<file path="src/rtl/adbus_pkg.sv">
`timescale 1ns/1ps
package adbus_pkg;

   typedef struct packed {
      logic mem_rd_n;
      logic mem_wr_n;
      logic io_rd_n;
      logic io_wr_n;
   } cmd_t;

   localparam cmd_t CMD_IDLE = '{mem_rd_n: 1'b1, mem_wr_n: 1'b1, io_rd_n: 1'b1, io_wr_n: 1'b1};

   function automatic cmd_t decode_cmd(input logic rd_n, input logic wr_n, input logic io_sel);
      cmd_t c;
      logic rd_only;
      logic wr_only;
      rd_only    = !rd_n && wr_n;
      wr_only    = !wr_n && rd_n;
      c.mem_rd_n = !(rd_only && !io_sel);
      c.io_rd_n  = !(rd_only &&  io_sel);
      c.mem_wr_n = !(wr_only && !io_sel);
      c.io_wr_n  = !(wr_only &&  io_sel);
      return c;
   endfunction

endpackage

</file>
<file path="src/rtl/adbus_addr_latch.sv">
`timescale 1ns/1ps
module adbus_addr_latch #(
   parameter int AD_W = 8,
   parameter int HI_W = 12,
   localparam int ADDR_W = AD_W + HI_W
) (
   input  logic              clk_i,
   input  logic              rst_n_i,
   input  logic              ale_i,
   input  logic [AD_W-1:0]   ad_i,
   input  logic [HI_W-1:0]   ahi_i,
   output logic [ADDR_W-1:0] addr_o
);

   initial begin
      if (AD_W < 1 || HI_W < 1) $error("adbus_addr_latch: widths must be positive");
   end

   logic [AD_W-1:0] lo_q;

   always_ff @(posedge clk_i) begin
      if (!rst_n_i)   lo_q <= '0;
      else if (ale_i) lo_q <= ad_i;
   end

   assign addr_o = {ahi_i, lo_q};


   capture_chk: assert property (@(posedge clk_i) disable iff (!rst_n_i)
      ale_i |=> (addr_o[AD_W-1:0] == $past(ad_i)));


   hold_chk: assert property (@(posedge clk_i) disable iff (!rst_n_i)
      !ale_i |=> $stable(addr_o[AD_W-1:0]));

endmodule

</file>
<file path="src/rtl/adbus_cmd_decode.sv">
`timescale 1ns/1ps
module adbus_cmd_decode
   import adbus_pkg::*;
#(
   parameter bit CTRL_REG = 1'b1
) (
   input  logic clk_i,
   input  logic rst_n_i,
   input  logic rd_n_i,
   input  logic wr_n_i,
   input  logic io_sel_i,
   output cmd_t cmd_o,
   output logic conflict_o
);

   cmd_t cmd_d;
   logic conflict_d;

   always_comb begin
      cmd_d      = decode_cmd(rd_n_i, wr_n_i, io_sel_i);
      conflict_d = !rd_n_i && !wr_n_i;
   end

   generate
      if (CTRL_REG) begin : g_reg
         cmd_t cmd_q;
         logic conflict_q;
         always_ff @(posedge clk_i) begin
            if (!rst_n_i) begin
               cmd_q      <= CMD_IDLE;
               conflict_q <= 1'b0;
            end else begin
               cmd_q      <= cmd_d;
               conflict_q <= conflict_d;
            end
         end
         assign cmd_o      = cmd_q;
         assign conflict_o = conflict_q;


         conflict_chk: assert property (@(posedge clk_i) disable iff (!rst_n_i)
            (!rd_n_i && !wr_n_i) |=> (conflict_o && (cmd_o == CMD_IDLE)));
      end else begin : g_comb
         assign cmd_o      = rst_n_i ? cmd_d : CMD_IDLE;
         assign conflict_o = rst_n_i && conflict_d;


         conflict_chk: assert property (@(posedge clk_i) disable iff (!rst_n_i)
            (!rd_n_i && !wr_n_i) |-> (conflict_o && (cmd_o == CMD_IDLE)));
      end
   endgenerate


   one_strobe_chk: assert property (@(posedge clk_i) disable iff (!rst_n_i)
      $countones(~cmd_o) <= 1);

endmodule

</file>
<file path="src/rtl/adbus_data_route.sv">
`timescale 1ns/1ps
module adbus_data_route #(
   parameter int AD_W     = 8,
   parameter bit CTRL_REG = 1'b1
) (
   input  logic            clk_i,
   input  logic            rst_n_i,
   input  logic            ale_i,
   input  logic            rd_n_i,
   input  logic            wr_n_i,
   input  logic [AD_W-1:0] ad_i,
   input  logic [AD_W-1:0] sys_rdata_i,
   output logic [AD_W-1:0] wdata_o,
   output logic            wdata_oe_o,
   output logic [AD_W-1:0] rdata_o,
   output logic            dir_o
);

   logic dir_d;
   logic oe_d;

   assign dir_d = !rd_n_i;
   assign oe_d  = !wr_n_i && !ale_i;

   generate
      if (CTRL_REG) begin : g_reg
         logic dir_q;
         logic oe_q;
         always_ff @(posedge clk_i) begin
            if (!rst_n_i) begin
               dir_q <= 1'b0;
               oe_q  <= 1'b0;
            end else begin
               dir_q <= dir_d;
               oe_q  <= oe_d;
            end
         end
         assign dir_o      = dir_q;
         assign wdata_oe_o = oe_q;


         ale_blocks_oe_chk: assert property (@(posedge clk_i) disable iff (!rst_n_i)
            ale_i |=> !wdata_oe_o);
      end else begin : g_comb
         assign dir_o      = rst_n_i && dir_d;
         assign wdata_oe_o = rst_n_i && oe_d;


         ale_blocks_oe_chk: assert property (@(posedge clk_i) disable iff (!rst_n_i)
            ale_i |-> !wdata_oe_o);
      end
   endgenerate

   assign wdata_o = ad_i;
   assign rdata_o = dir_o ? sys_rdata_i : '0;

endmodule

</file>
<file path="src/rtl/adbus_demux.sv">
`timescale 1ns/1ps
module adbus_demux
   import adbus_pkg::*;
#(
   parameter int AD_W     = 8,
   parameter int HI_W     = 12,
   parameter bit CTRL_REG = 1'b1,
   localparam int ADDR_W  = AD_W + HI_W
) (
   input  logic              clk_i,
   input  logic              rst_n_i,
   input  logic [AD_W-1:0]   cpu_ad_i,
   input  logic [HI_W-1:0]   cpu_ahi_i,
   input  logic              cpu_ale_i,
   input  logic              cpu_rd_n_i,
   input  logic              cpu_wr_n_i,
   input  logic              cpu_io_sel_i,
   input  logic [AD_W-1:0]   sys_rdata_i,
   output logic [ADDR_W-1:0] sys_addr_o,
   output logic [AD_W-1:0]   sys_wdata_o,
   output logic              sys_wdata_oe_o,
   output logic [AD_W-1:0]   cpu_rdata_o,
   output logic              dir_to_cpu_o,
   output logic              mem_rd_n_o,
   output logic              mem_wr_n_o,
   output logic              io_rd_n_o,
   output logic              io_wr_n_o,
   output logic              rw_conflict_o
);

   cmd_t cmd;

   adbus_addr_latch #(.AD_W(AD_W), .HI_W(HI_W)) addr_i (
      .clk_i  (clk_i),
      .rst_n_i(rst_n_i),
      .ale_i  (cpu_ale_i),
      .ad_i   (cpu_ad_i),
      .ahi_i  (cpu_ahi_i),
      .addr_o (sys_addr_o)
   );

   adbus_cmd_decode #(.CTRL_REG(CTRL_REG)) dec_i (
      .clk_i     (clk_i),
      .rst_n_i   (rst_n_i),
      .rd_n_i    (cpu_rd_n_i),
      .wr_n_i    (cpu_wr_n_i),
      .io_sel_i  (cpu_io_sel_i),
      .cmd_o     (cmd),
      .conflict_o(rw_conflict_o)
   );

   adbus_data_route #(.AD_W(AD_W), .CTRL_REG(CTRL_REG)) route_i (
      .clk_i      (clk_i),
      .rst_n_i    (rst_n_i),
      .ale_i      (cpu_ale_i),
      .rd_n_i     (cpu_rd_n_i),
      .wr_n_i     (cpu_wr_n_i),
      .ad_i       (cpu_ad_i),
      .sys_rdata_i(sys_rdata_i),
      .wdata_o    (sys_wdata_o),
      .wdata_oe_o (sys_wdata_oe_o),
      .rdata_o    (cpu_rdata_o),
      .dir_o      (dir_to_cpu_o)
   );

   assign mem_rd_n_o = cmd.mem_rd_n;
   assign mem_wr_n_o = cmd.mem_wr_n;
   assign io_rd_n_o  = cmd.io_rd_n;
   assign io_wr_n_o  = cmd.io_wr_n;


   upper_addr_chk: assert property (@(posedge clk_i) disable iff (!rst_n_i)
      sys_addr_o[ADDR_W-1:AD_W] == cpu_ahi_i);

endmodule

</file>
<file path="config.mk">
export PLATFORM = sky130hd
export DESIGN_NAME = adbus_demux
export DESIGN_NICKNAME = d
export VERILOG_FILES = /design/src/rtl/adbus_pkg.sv /design/src/rtl/adbus_addr_latch.sv /design/src/rtl/adbus_cmd_decode.sv /design/src/rtl/adbus_data_route.sv /design/src/rtl/adbus_demux.sv
export SDC_FILE = /design/constraint.sdc
export NUM_CORES = 1
export LEC_CHECK = 0
export ABC_AREA = 1
export BUFFER_PORTS_ARGS = -buffer_cell sky130_fd_sc_hd__buf_2
export CAP_MARGIN = 10
export CORE_ASPECT_RATIO = 0.9
export CORE_MARGIN = 2
export CORE_UTILIZATION = 36
export DETAILED_ROUTE_END_ITERATION = 16
export PLACE_DENSITY = 0.79
export SETUP_SLACK_MARGIN = 0.05
export SLEW_MARGIN = 5
export SYNTH_ARGS = -nofsm -noshare
export SYNTH_HDL_FRONTEND = slang
export SYNTH_SLANG_ARGS = --single-unit
</file>
<file path="constraint.sdc">
create_clock -name clk_i -period 0.8 [get_ports clk_i]
set_input_delay 0.08 -clock clk_i [delete_from_list [all_inputs] [get_ports clk_i]]
set_output_delay 0.08 -clock clk_i [all_outputs]
set_load 0.01 [all_outputs]
</file>
==> flow_summary.ini <==
[worst_setup_path]
rr_worst_depth = 3
cp_data_required_time_ns = 0.72
crit_type = reg -> out
cp_max_fo = 9
cp.arrival_ns = 0.90
worstSetupStartpointType = register
timing.rr.end = addr_i.lo_q[4]
critical_path.endpoint_type = primary output
r2r_start = addr_i.lo_q[4]
reg2reg_slack_ns = 0.12

[timing]
finalClockSkew_ns = 0
holdWs_ns = 0.00845
worst_slew_pin_slew_ns = 0.249
setup_violations = 15
relSlewSlack = 0.834
max_freq_mhz = 1020
grt_setup_unrepaired = yes
report.final.slew_viol_count = 0
setup_tns_ns = -1.44
finalCritPeriodShare = 1.22
hold_violations = 0
setup_ws_ns = -0.179
post-route-min-period_ns = 0.979

[placement]
placed_cell_area_um2 = 925
portBuffers = 52
place_congestion = 0.631
hpwlAfterDp_um = 1310
place_ws_ns = 0.00752

[route]
dr.first_iter.drc_count = 2
drt_first_pass_iters = 4
vias = 727
drt-total-wl_um = 1750
route.detailed.drc = 0
viasPerCell = 4.13
wire_per_inst_um = 9.92
ant_nets = 0

[cells_and_area]
layout-drive-gt1-share = 0.604
area_growth_pct = 38.1
layout.nets = 184
stdcell_area_mm2 = 0.00112
antenna_cells = 0

[logic_synthesis]
ys_seq_elements = 15
yosysWarnings = 0
async_flop_share = 0
yosys-top-cells-count = nand2_1, buf_4, inv_1
synth_area_um2 = 811
synth_top_area_share = 0.370
ys_seq_area_frac = 0.370
syn-num-nets = 142
synth_edf_count = 0
netlist_instances = 108
avgSynthCellArea_um2 = 7.51
yosysTopAreaCell = dfxtp_1
synth_area_leaders = dfxtp_1, buf_4, nand2_1
yosysMostFrequentCell = nand2_1
synthFlopType = dfxtp_1
synth.distinct_cells = 15

[die]
initial_core_util = 0.375
fp.dieH_um = 49.0
dieArea_mm2 = 0.00265
rows = 16
fp.coreArea_mm2 = 0.00216
dieWidth_um = 54.0
ios = 77

[grt]
grt_remaining_overflow = 0
grt_util_met3 = 0.0399
grt_max_degree = 18
antenna_found_initial = 0
use_met2 = 0.278
busiest_layer = met2
grt_pass1_wl_um = 2750
grt_util_all_layers = 0.141
grt_use_met1 = 0.119
grt_pass1_vias = 730

[pwr]
p_total_mw = 1.64
p_per_area_mw_per_mm2 = 1460
leakagePower_nw = 0.671
peakVddDrop_mv = 0.810

[cts]
clk_latency_ns = 0.27
cts_tree = yes
clock-sinks = 15
cts_buffer_depth = 2
clkTransAtPathRegs_ns = 0.09
cts_buffers = 3
htreeDepth = 1
root_buffer = clkbuf_4

[min_path]
hold_depth = 2
hp-start = cpu_io_sel_i
min_path_type = in -> reg
hold_end = dec_i.cmd_o[1]

[outcome]
status = finished, violations left
violations = setup timing

[run]
drv_cap = 0
==> layout by cell type, fill, tap and decap left out, drive strengths merged <==
| master | netlist | layout |
|---|---|---|
| clkinv | 0 | 1 |
| nand3 | 4 | 4 |
| nor2 | 19 | 19 |
| dlygate4sd3 | 0 | 1 |
| buf | 23 | 60 |
| clkbuf | 1 | 3 |
| inv | 20 | 20 |
| nand2 | 24 | 24 |
| dfxtp | 15 | 15 |
| nor3 | 2 | 2 |
==> timing repair <==
action                                  4_1_cts  5_1_grt
pin swaps                                     1        1
buffers inserted                              6        1
resized for setup                            22        7
hold buffers                                  1        0
hold endpoints to repair                      2        0
endpoints found under the setup margin       23       23
==> worst max path at each step <==
stage,start,endpoint,slack (ns)
after floorplan,route_i.dir_o,cpu_rdata_o[2],0.06
after global placement,route_i.dir_o,cpu_rdata_o[4],0.06
after detailed placement,route_i.dir_o,cpu_rdata_o[3],0.008
after CTS,route_i.dir_o,cpu_rdata_o[3],-0.20
after global routing,route_i.dir_o,cpu_rdata_o[5],-0.25
final,route_i.dir_o,cpu_rdata_o[5],-0.18
==> layout make-up <==
cell class	count	area, um^2
flip-flops and latches	15	318
inverters	20	75.1
repair buffers	61	430
well taps	27	33.8
multi-input cells	49	235
clock inverters	1	5.00
fillers	218	1040
clock buffers	3	22.5
==> metal layers <==
layer | vias to the layer above | share of wire
met5 | - | 0
met4 | 0 | 0.014
met3 | 8 | 0.11
met2 | 40 | 0.57
met1 | 311 | 0.31
li1 | 368 | -
==> worst max-delay path, cell delays in order, from the launching register on <==
cell	delay, ns
dfxtp_4	0.39
nand2_1	0.07
inv_1	0.05
buf_2	0.11
==> through the flow <==
| step | utilization | std cells |
|---|---|---|
| after floorplan | - | 108 |
| after global placement | 0.428 | 164 |
| after detailed placement | 0.428 | 164 |
| after CTS | 0.502 | 175 |
| after global routing | 0.518 | 176 |
| final | 0.518 | 176 |
==> registers in the layout (all words and copies together), names as in the netlist <==
signal	count
dec_i.conflict_o	1
route_i.dir_o	1
route_i.wdata_oe_o	1
dec_i.cmd_o	4
addr_i.lo_q	8
==> logic make-up (layout without fill, tap and decap cells) <==
group                  Yosys count  in the layout  share of synthesized area
buffers and inverters           44             85                      0.339
flip-flops                      15             15                      0.370
AND/OR/NAND/NOR                 49             49                      0.290
==> power by group <==
part / leakage [nW] / switching [mW] / total, mW / internal (mW)
registers: 0.126 / 0.0294 / 0.821 / 0.791
logic: 0.528 / 0.182 / 0.394 / 0.212
clock network: 0.0177 / 0.235 / 0.420 / 0.185
total: 0.671 / 0.446 / 1.64 / 1.19
Power figures use the tool's default switching activity.
